### config.mk
export PLATFORM = sky130hd
export DESIGN_NAME = didt_clamp
export DESIGN_NICKNAME = d
export VERILOG_FILES = /design/src/rtl/didt_clamp.sv
export SDC_FILE = /design/constraint.sdc
export NUM_CORES = 1
export LEC_CHECK = 0
export ABC_AREA = 1
export ABC_CLOCK_PERIOD_IN_PS = 1900
export BUFFER_PORTS_ARGS = -buffer_cell sky130_fd_sc_hd__buf_2
export CORE_ASPECT_RATIO = 0.75
export CORE_UTILIZATION = 48
export CTS_CLUSTER_DIAMETER = 200
export CTS_CLUSTER_SIZE = 30
export DETAILED_ROUTE_END_ITERATION = 10
export GPL_TIMING_DRIVEN = 0
export HOLD_SLACK_MARGIN = 0.12
export PLACE_DENSITY = 0.75
export SYNTH_ARGS = -nofsm -noshare
export SYNTH_HDL_FRONTEND = slang
export SYNTH_SLANG_ARGS = --single-unit
### constraint.sdc
create_clock -name clk -period 1.9 [get_ports clk]
set_clock_uncertainty 0.2 [all_clocks]
set_input_delay 0.38 -clock clk [delete_from_list [all_inputs] [get_ports clk]]
set_output_delay 0.38 -clock clk [all_outputs]
set_load 0.02 [all_outputs]
### src/rtl/didt_clamp.sv
module didt_clamp #(
  parameter int VW = 16,
  parameter int CW = 16
) (
  input  logic                 clk,
  input  logic                 rst_n,
  input  logic signed [VW-1:0] v_est,
  input  logic signed [VW-1:0] thr_lo,
  input  logic signed [VW-1:0] thr_hi,
  input  logic                 lo_en,
  input  logic                 hi_en,
  output logic                 throttle,
  output logic                 force_on,
  output logic [CW-1:0]        thr_cnt,
  output logic [CW-1:0]        frc_cnt
);
  localparam logic [CW-1:0] CNT_MAX = '1;

  logic sag, surge, thr_nx, frc_nx;

  assign sag    = lo_en && (v_est < thr_lo);
  assign surge  = hi_en && (v_est > thr_hi);
  assign thr_nx = sag;
  assign frc_nx = surge && !sag;

  always_ff @(posedge clk or negedge rst_n) begin
    if (!rst_n) begin
      throttle <= 1'b0;
      force_on <= 1'b0;
      thr_cnt  <= '0;
      frc_cnt  <= '0;
    end else begin
      throttle <= thr_nx;
      force_on <= frc_nx;
      if (thr_nx && thr_cnt != CNT_MAX) thr_cnt <= thr_cnt + 1'b1;
      if (frc_nx && frc_cnt != CNT_MAX) frc_cnt <= frc_cnt + 1'b1;
    end
  end


  mutex_chk: assert property (@(posedge clk) disable iff (!rst_n)
    !(throttle && force_on));


  lo_gate_chk: assert property (@(posedge clk) disable iff (!rst_n)
    !lo_en |=> !throttle);


  hi_gate_chk: assert property (@(posedge clk) disable iff (!rst_n)
    !hi_en |=> !force_on);


  thr_sat_chk: assert property (@(posedge clk) disable iff (!rst_n)
    thr_cnt == CNT_MAX |=> thr_cnt == CNT_MAX);


  frc_sat_chk: assert property (@(posedge clk) disable iff (!rst_n)
    frc_cnt == CNT_MAX |=> frc_cnt == CNT_MAX);


  thr_step_chk: assert property (@(posedge clk) disable iff (!rst_n)
    (!throttle && thr_cnt != CNT_MAX) |=> thr_cnt == $past(thr_cnt) + CW'(throttle));


  band_edge_chk: assert property (@(posedge clk) disable iff (!rst_n)
    (v_est == thr_lo && v_est == thr_hi) |=> !throttle && !force_on);
endmodule

# Word-level counts from Yosys, hierarchy flattened
# Cells that the tools add are included.
# W data, S select, Z words.
# word_totals
register_bits	34
elab_cells	16
# op_classes
addsub	2
order_cmp	2
n_eq_ne	2
n_reduce_logical	6
# op_table
cell	count
$add A16 B1 Y16 const B	2
$ne A16 B16 Y1 const B	2
$gt A16 B16 Y1	1
$lt A16 B16 Y1	1
$logic_and A1 B1 Y1	5
$logic_not A1 Y1	1

# Depth between registers and ports, before layout
# Gate-level depths: netlist of run 1.
# depth
ltp_word	5
depth_mapped	18

# Least setup slack after synthesis of run 1
# Ideal clock, no wire load.
# synth_timing
path_type	input-to-reg
start	input port thr_hi[13]
end	register frc_cnt[2]
setup_time_ns	0.118
arrival_time_ns	1.806
required_time_ns	1.582
path_slack_ns	-0.224
stages	15
n_path_buf	1
path_cell_list	inv_1 > ha_1 > nand2_1 > inv_1 > o21ai_0 > nand2_1 > nor2_1 > nand2_1 > nand2_1 > nand2_2 > nor2_4 > nand3_4 > buf_6 > nand2_1 > nand2_1
# synth_between
elab_chain_len	4
# synth_rtl
item	line_no	text
start, declared	9	input logic signed [VW-1:0] thr_hi,
$gt A16 B16 Y1	22	assign surge = hi_en && (v_est > thr_hi);
$logic_and A1 B1 Y1	22	
$logic_and A1 B1 Y1	24	assign frc_nx = surge && !sag;
$logic_and A1 B1 Y1	36	if (frc_nx && frc_cnt != CNT_MAX) frc_cnt <= frc_cnt + 1'b1;
end signal, assigned	36	
end, declared	15	output logic [CW-1:0] frc_cnt
# Every way passes these cells.
# A chain may end at the register's enable or synchronous reset.

# Worst setup path in the final report of run 1
# layout_timing
start	input port v_est[9]
end	register frc_cnt[12]
# layout_between
elab_chain_len	5
# layout_rtl
item	line_no	text
start, declared	7	input logic signed [VW-1:0] v_est,
$lt A16 B16 Y1	21	assign sag = lo_en && (v_est < thr_lo);
$logic_and A1 B1 Y1	21	
$logic_not A1 Y1	24	
$logic_and A1 B1 Y1 *	24	
$logic_and A1 B1 Y1 *	36	
# Every way passes the cells marked *; elsewhere a longest branch is shown, timed or not.

==> run summary, run 1 <==
count of TritonRoute iterations in the first routing pass: 6
initial cell density of the core: 0.501
commonest cells after routing, fill and taps aside: sky130_fd_sc_hd__nand2_1 (79), sky130_fd_sc_hd__buf_2 (78), sky130_fd_sc_hd__inv_1 (48)
startpoint types: input port
clock slew seen by the registers of the worst setup and hold paths: 80 ps
internal power contribution: 0.00176 W
register area: 858 µm²
Die H: 69.7 µm
post-synthesis instance area: 2930 µm²
clk sinks: 34
Row Count: 24
overall via count from detail_route: 3141
failing checks: negative setup slack
crit path setup slack, layout: -87.1 ps
Synthesized Nets: 483
Overall Power: 0.00290 W
Final Cycle Share: 1.05
Post-route DRC: 0
share of flip-flops with an asynchronous set or reset: 1.00
CTS root buffer: sky130_fd_sc_hd__clkbuf_8
Filler Cells Inserted: 408
portion of total power attributed to the clock network: 0.226
power density over the cells: 642 nW/µm²
TritonCTS clock tree: done
data arrival time of the critical path: 1980 ps
number of warnings reported in the yosys synthesis log: 0
portion of synthesized cell area occupied by the leading cell type: 0.290
global-route wire length before repair: 13.7 mm
dominant register cell in the synthesized netlist: sky130_fd_sc_hd__dfrtp_1
final wirelength: 8.86 mm
leading post-synthesis cells by cell area: sky130_fd_sc_hd__dfrtp_1 (29%), sky130_fd_sc_hd__nand2_1 (15%), sky130_fd_sc_hd__ha_1 (14%)
status: finished, violations left
layout cell share with drive strength beyond 1: 0.489
number of DRC markers after the initial detailed-route iteration: 137
Final setup viols: 31
Yosys reg bits: 34
Final Slew Violations: 0
ant diodes: 0
NumNets Final: 605
Max rail drop VDD: 0.566 mV
overall fraction of global-route tracks in use: 0.265
worst min path class: in2reg
largest net degree at the start of global routing: 35
Highest Clock Rate: 503 MHz
final critical delay including setup and external delays: 1990 ps
leakage power total: 2.31 nW
cell taking the most area after synthesis: sky130_fd_sc_hd__dfrtp_1
area used by multi-input combinational logic: 2340 µm²
maximum level of the CTS H-tree: 2
number of different library cells in the post-synthesis netlist: 28
number of port buffers: 85
Placeable Area: 5860 µm²
insertion delay of the later-clocked pin in the worst-skew pair: 300 ps
register area share after synthesis: 0.290
count of antenna-violating nets left after detailed routing: 0
weighted congestion at the end of routability-driven global placement: 0.875
Placement Setup Slack: -617 ps
post-detail-place hpwl: 5.61 mm
gr ovfl total: 0
Boundary Pins: 86
CTS Buf Count: 5
Chip Width: 92.2 µm
final core occ: 0.772
number of buffers on the longest clock path: 2
required time worst endpoint: 1890 ps
average detailed-routed wire length per instance: 14.8 µm
setup repair after global routing missed its margin: true
capturing element type of the critical path: register
commonest non-fill, non-tap cell in the layout: sky130_fd_sc_hd__nand2_1
portion of total power attributed to sequential cells: 0.330
synthesized area per cell: 7.37 µm²
part of the total power dissipated in combinational logic: 0.444
max-cap violation count: 0
number of global-route vias before repair: 3039
synthesized netlist cell count: 398
Worst-Margin Slew: 777 ps
worst-path fanout max: 6
Setup Crit Path Kind: in2reg
net switching power figure: 0.00115 W
Max-Slew Margin vs Limit: 0.482
number of antenna violations at the first check in global routing: 0
sw frac: 0.395
die footprint: 6430 µm²
Hold Vio Cnt, Final: 0
detailed-route vias per instance: 5.24
count of flip-flops with a built-in enable after synthesis: 0
area growth from synthesis to layout: 54.2%
## cell families (layout without fill, tap and decap cells)
family,Yosys count,after routing,share of synthesized area
AO/OA/AOI/OAI,19,19,0.0333
adder cells (fa/ha/maj),33,33,0.141
XOR/XNOR,27,27,0.0807
buffers and inverters,74,197,0.106
AND/OR/NAND/NOR,211,211,0.349
flip-flops,34,34,0.290
## cell type report
| type | instances | area share |
|---|---|---|
| Buffer | 8 | 0.0199 |
| Timing Repair Buffer | 115 | 0.165 |
| Sequential cell | 34 | 0.190 |
| Tap cell | 78 | 0.0216 |
| Multi-Input combinational cell | 290 | 0.518 |
| Clock buffer | 8 | 0.0243 |
| Inverter | 66 | 0.0609 |
## power groups by stage
stage	clock (W)	combinational (W)	sequential, W
2_1_floorplan	0	0.000510	0.00107
3_3_place_gp	0	0.000878	0.000975
3_5_place_dp	0	0.000908	0.000977
4_1_cts	0.000653	0.00111	0.000946
5_1_grt	0.000678	0.00141	0.000976
6_report	0.000656	0.00129	0.000957
## repair_timing
item                                    in CTS  in global routing
hold buffers                                 1                  0
gates cloned                                 4                  1
setup buffers                               21                  3
hold endpoints to repair                    34                  0
endpoints found under the setup margin      34                 34
resized for setup                           52                 57
pin swaps                                   34                 34
## Yosys cell counts (2+ instances only)
library cell	n
sky130_fd_sc_hd__dfrtp_1	34
sky130_fd_sc_hd__inv_1	63
sky130_fd_sc_hd__nor2_1	17
sky130_fd_sc_hd__buf_2	3
sky130_fd_sc_hd__a21oi_1	11
sky130_fd_sc_hd__nand3_2	5
sky130_fd_sc_hd__o21ai_0	4
sky130_fd_sc_hd__xor2_1	20
sky130_fd_sc_hd__nand4_1	20
sky130_fd_sc_hd__nor3_1	11
sky130_fd_sc_hd__nor3_2	2
sky130_fd_sc_hd__nand2_1	115
sky130_fd_sc_hd__buf_6	3
sky130_fd_sc_hd__ha_1	33
sky130_fd_sc_hd__inv_2	3
sky130_fd_sc_hd__nor2_4	3
sky130_fd_sc_hd__o21ai_1	3
sky130_fd_sc_hd__nand4_2	2
sky130_fd_sc_hd__nand3_1	27
sky130_fd_sc_hd__xnor2_1	7
sky130_fd_sc_hd__nor4_1	4
sky130_fd_sc_hd__buf_4	2
## sequential cells by signal (all words and copies together) (netlist names)
register / count
force_on: 1
frc_cnt: 16
thr_cnt: 16
throttle: 1
## worst max-delay path: stages
cell and delay, ps:
sky130_fd_sc_hd__buf_6 110, sky130_fd_sc_hd__ha_4 240, sky130_fd_sc_hd__nand2_2 60, sky130_fd_sc_hd__inv_2 30
sky130_fd_sc_hd__o21ai_1 120, sky130_fd_sc_hd__a21oi_1 80, sky130_fd_sc_hd__nor2_2 190, sky130_fd_sc_hd__nand3_2 170
sky130_fd_sc_hd__nand3_4 200, sky130_fd_sc_hd__nand3_4 130, sky130_fd_sc_hd__buf_6 160, sky130_fd_sc_hd__nand2_2 60
sky130_fd_sc_hd__nand2_2 50
## final timing paths
path / from / to / slack [ps] / cells past startpoint
min in group asynchronous: rst_n / thr_cnt[4]$_DFFE_PN0P_ / 490 / 2
setup reg to reg: frc_cnt[0]$_DFFE_PN0P_ / frc_cnt[15]$_DFFE_PN0P_ / -60 / 11
hold reg to reg: thr_cnt[10]$_DFFE_PN0P_ / thr_cnt[10]$_DFFE_PN0P_ / 340 / 2
hold / removal: hi_en / force_on$_DFF_PN0_ / 190 / 3
max in group asynchronous: rst_n / frc_cnt[0]$_DFFE_PN0P_ / 460 / 2
setup / recovery: v_est[9] / frc_cnt[12]$_DFFE_PN0P_ / -90 / 13
## per-stage QoR
stage / TNS [ps] / cell area (µm²) / instances / hold WS, ps
after floorplan: -2600 / 3220 / 398 / -116
after global placement: -15270 / 3740 / 561 / 289
after detailed placement: -16460 / 3740 / 561 / 296
after CTS: -428 / 4260 / 595 / 197
after global routing: -4960 / 4520 / 599 / 211
final: -1420 / 4520 / 599 / 194
## metal layers
metal	routed length (µm)	global-route usage	vias up
li1	-	-	1533
met1	3640	0.339	1455
met2	4480	0.452	133
met3	569	0.0559	20
met4	172	0.0729	0
met5	0	0	-
No activity file was read; power rests on OpenSTA's default activity.
==> inputs of run 2 (changes only) <==
==> constraint.sdc (replaced) <==
create_clock -name clk -period 1.9 [get_ports clk]
set_clock_uncertainty 0.2 [all_clocks]
set_input_delay 0.38 -clock clk [delete_from_list [all_inputs] [get_ports clk]]
set_output_delay 0.38 -clock clk [all_outputs]
set_load 0.1 [all_outputs]
==> run 2 against run 1 <==
The flow still finishes with violations (negative setup slack). Die area is the same. Final cell count up 0.50%. Total power increased by 20%. Highest routed layer unchanged.
==> run summary, run 2 (same netlist as run 1, synthesis figures left out) <==
status: finished, violations left (unchanged)
failing checks: negative setup slack (unchanged)
Max rail drop VDD: 1.07 mV (was 0.566 mV)
Chip Width: 92.2 µm (unchanged)
Placement Setup Slack: -585 ps (was -617 ps)
Max-Slew Margin vs Limit: 0.482 (about the same)
minimum setup slack among reg-to-reg paths: -110 ps (was -60 ps)
Final Slew Violations: 0 (unchanged)
launch point of the worst reg-to-reg path: thr_cnt[0]$_DFFE_PN0P_ (was frc_cnt[0]$_DFFE_PN0P_)
worst hold slack: 262 ps (was 194 ps)
Crit Reg-Reg Endpoint: thr_cnt[5]$_DFFE_PN0P_ (was frc_cnt[15]$_DFFE_PN0P_)
Die H: 69.7 µm (unchanged)
post-route cell area: 4680 µm² (was 4520 µm²)
number of global-route vias before repair: 3038 (was 3039)
die footprint: 6430 µm² (unchanged)
Hold Vio Cnt, Final: 0 (unchanged)
Highest Clock Rate: 483 MHz (was 503 MHz)
insertion delay of the later-clocked pin in the worst-skew pair: 290 ps (was 300 ps)
overall fraction of global-route tracks in use: 0.269 (was 0.265)
number of port buffers: 85 (unchanged)
gr ovfl total: 0 (unchanged)
Final Instance Count excl. Fillers: 602 (was 599)
max-cap violation count: 0 (unchanged)
overall via count from detail_route: 3160 (was 3141)
power density over the cells: 741 nW/µm² (was 642 nW/µm²)
Post-route DRC: 0 (unchanged)
maximum level of the CTS H-tree: 2 (unchanged)
post-placement cell count: 561 (unchanged)
count of TritonRoute iterations in the first routing pass: 4 (was 6)
clock slew seen by the registers of the worst setup and hold paths: 70 ps (was 80 ps)
setup repair after global routing missed its margin: true (unchanged)
final core occ: 0.800 (was 0.772)
crit path setup slack, layout: -170 ps (was -87.1 ps)
NumNets Final: 608 (was 605)
largest net degree at the start of global routing: 35 (unchanged)
clk sinks: 34 (unchanged)
number of DRC markers after the initial detailed-route iteration: 118 (was 137)
weighted congestion at the end of routability-driven global placement: 0.879 (was 0.875)
required time worst endpoint: 1880 ps (was 1890 ps)
ant diodes: 0 (unchanged)
leakage power total: 2.32 nW (was 2.31 nW)
register area: 895 µm² (was 858 µm²)
final critical delay including setup and external delays: 2070 ps (was 1990 ps)
Final setup viols: 32 (was 31)
Final Cycle Share: 1.09 (was 1.05)
data arrival time of the critical path: 2050 ps (was 1980 ps)
cell area after placement: 3690 µm² (was 3740 µm²)
Filler Cells Inserted: 382 (was 408)
detailed-route vias per instance: 5.25 (was 5.24)
Setup Crit Path Kind: in2reg (unchanged)
worst setup path start: thr_hi[15] (was v_est[9])
area growth from synthesis to layout: 59.8% (was 54.2%)
count of antenna-violating nets left after detailed routing: 0 (unchanged)
global-route wire length before repair: 13.8 mm (was 13.7 mm)
reg2reg path depth: 10 (was 11)
TritonCTS clock tree: done (unchanged)
average detailed-routed wire length per instance: 14.6 µm (was 14.8 µm)
CTS Buf Count: 5 (unchanged)
post-detail-place hpwl: 5.47 mm (was 5.61 mm)
worst setup path endpoint: frc_cnt[4]$_DFFE_PN0P_ (was frc_cnt[12]$_DFFE_PN0P_)
worst min path class: in2reg (unchanged)
Placeable Area: 5860 µm² (unchanged)
capturing element type of the critical path: register (unchanged)
commonest cells after routing, fill and taps aside: sky130_fd_sc_hd__buf_2 (70), sky130_fd_sc_hd__nand2_1 (68), sky130_fd_sc_hd__inv_1 (49) (was sky130_fd_sc_hd__nand2_1 (79), sky130_fd_sc_hd__buf_2 (78), sky130_fd_sc_hd__inv_1 (48))
number of buffers on the longest clock path: 2 (unchanged)
number of antenna violations at the first check in global routing: 0 (unchanged)
initial cell density of the core: 0.501 (unchanged)
final wirelength: 8.81 mm (was 8.86 mm)
area used by multi-input combinational logic: 2430 µm² (was 2340 µm²)
Boundary Pins: 86 (unchanged)
commonest non-fill, non-tap cell in the layout: sky130_fd_sc_hd__buf_2 (was sky130_fd_sc_hd__nand2_1)
layout cell share with drive strength beyond 1: 0.552 (was 0.489)
worst-path fanout max: 5 (was 6)
Row Count: 24 (unchanged)
startpoint types: input port (unchanged)
CTS root buffer: sky130_fd_sc_hd__clkbuf_8 (unchanged)
Worst-Margin Slew: 777 ps (about the same)
largest registers: frc_cnt (16), thr_cnt (16) (unchanged)
-- run 2: per-layer routing --
layer,global-route usage,share of wire,wire (µm)
met4,0.0590,0.010,89
met5,0,0,0
met2,0.463,0.51,4510
met3,0.0504,0.045,395
met1,0.351,0.43,3820
-- run 2: report_power, final --
| part | internal, W | switching (W) |
|---|---|---|
| sequential | 0.000851 | 0.000166 |
| combinational | 0.000585 | 0.00129 |
| clock | 0.000293 | 0.000283 |
| total | 0.00173 | 0.00174 |
-- run 2: metrics by stage --
step           TNS, ps  power (W)
3_5_place_dp    -14910    0.00249
3_3_place_gp    -13350    0.00245
6_report         -3620    0.00347
5_1_grt          -6380    0.00363
4_1_cts          -1720    0.00327
2_1_floorplan    -7220    0.00218
-- run 2: timing repair --
action                     4_1_cts  5_1_grt
hold buffers                     1        0
buffers inserted                23        6
pin swaps                       30       34
setup endpoints to repair       33       33
hold endpoints to repair        34        0
gates resized for setup         66       86
cloned                           3        0
-- run 2: area by class of cell --
| type | count | share of cell area |
|---|---|---|
| multi-input combinational | 290 | 0.518 |
| sequential | 34 | 0.191 |
| timing repair buffer | 118 | 0.173 |
| inverter | 66 | 0.0577 |
| tap | 78 | 0.0208 |
| buffer | 8 | 0.0200 |
| clock buffer | 7 | 0.0184 |
| clock inverter | 1 | 0.00107 |
-- run 2: worst max-delay path: stages --
cell and delay (ps):
sky130_fd_sc_hd__buf_6 100, sky130_fd_sc_hd__inv_2 70, sky130_fd_sc_hd__ha_4 210, sky130_fd_sc_hd__a21oi_1 200
sky130_fd_sc_hd__nand2_1 140, sky130_fd_sc_hd__nor2_4 140, sky130_fd_sc_hd__nand2_1 60, sky130_fd_sc_hd__nand2_1 80
sky130_fd_sc_hd__nand2_2 80, sky130_fd_sc_hd__nor2_4 160, sky130_fd_sc_hd__nand3_4 140, sky130_fd_sc_hd__buf_12 170
sky130_fd_sc_hd__nand2_2 50, sky130_fd_sc_hd__nand2_1 60
-- run 2: how the worst min path moves through the flow --
stage,startpoint,to,cells after the start
floorplan,rst_n,force_on$_DFF_PN0_,0
global route,hi_en,force_on$_DFF_PN0_,4
CTS,hi_en,force_on$_DFF_PN0_,4
global placement,frc_cnt[15]$_DFFE_PN0P_,frc_cnt[15]$_DFFE_PN0P_,2
detailed placement,frc_cnt[15]$_DFFE_PN0P_,frc_cnt[15]$_DFFE_PN0P_,2
finish,hi_en,force_on$_DFF_PN0_,4
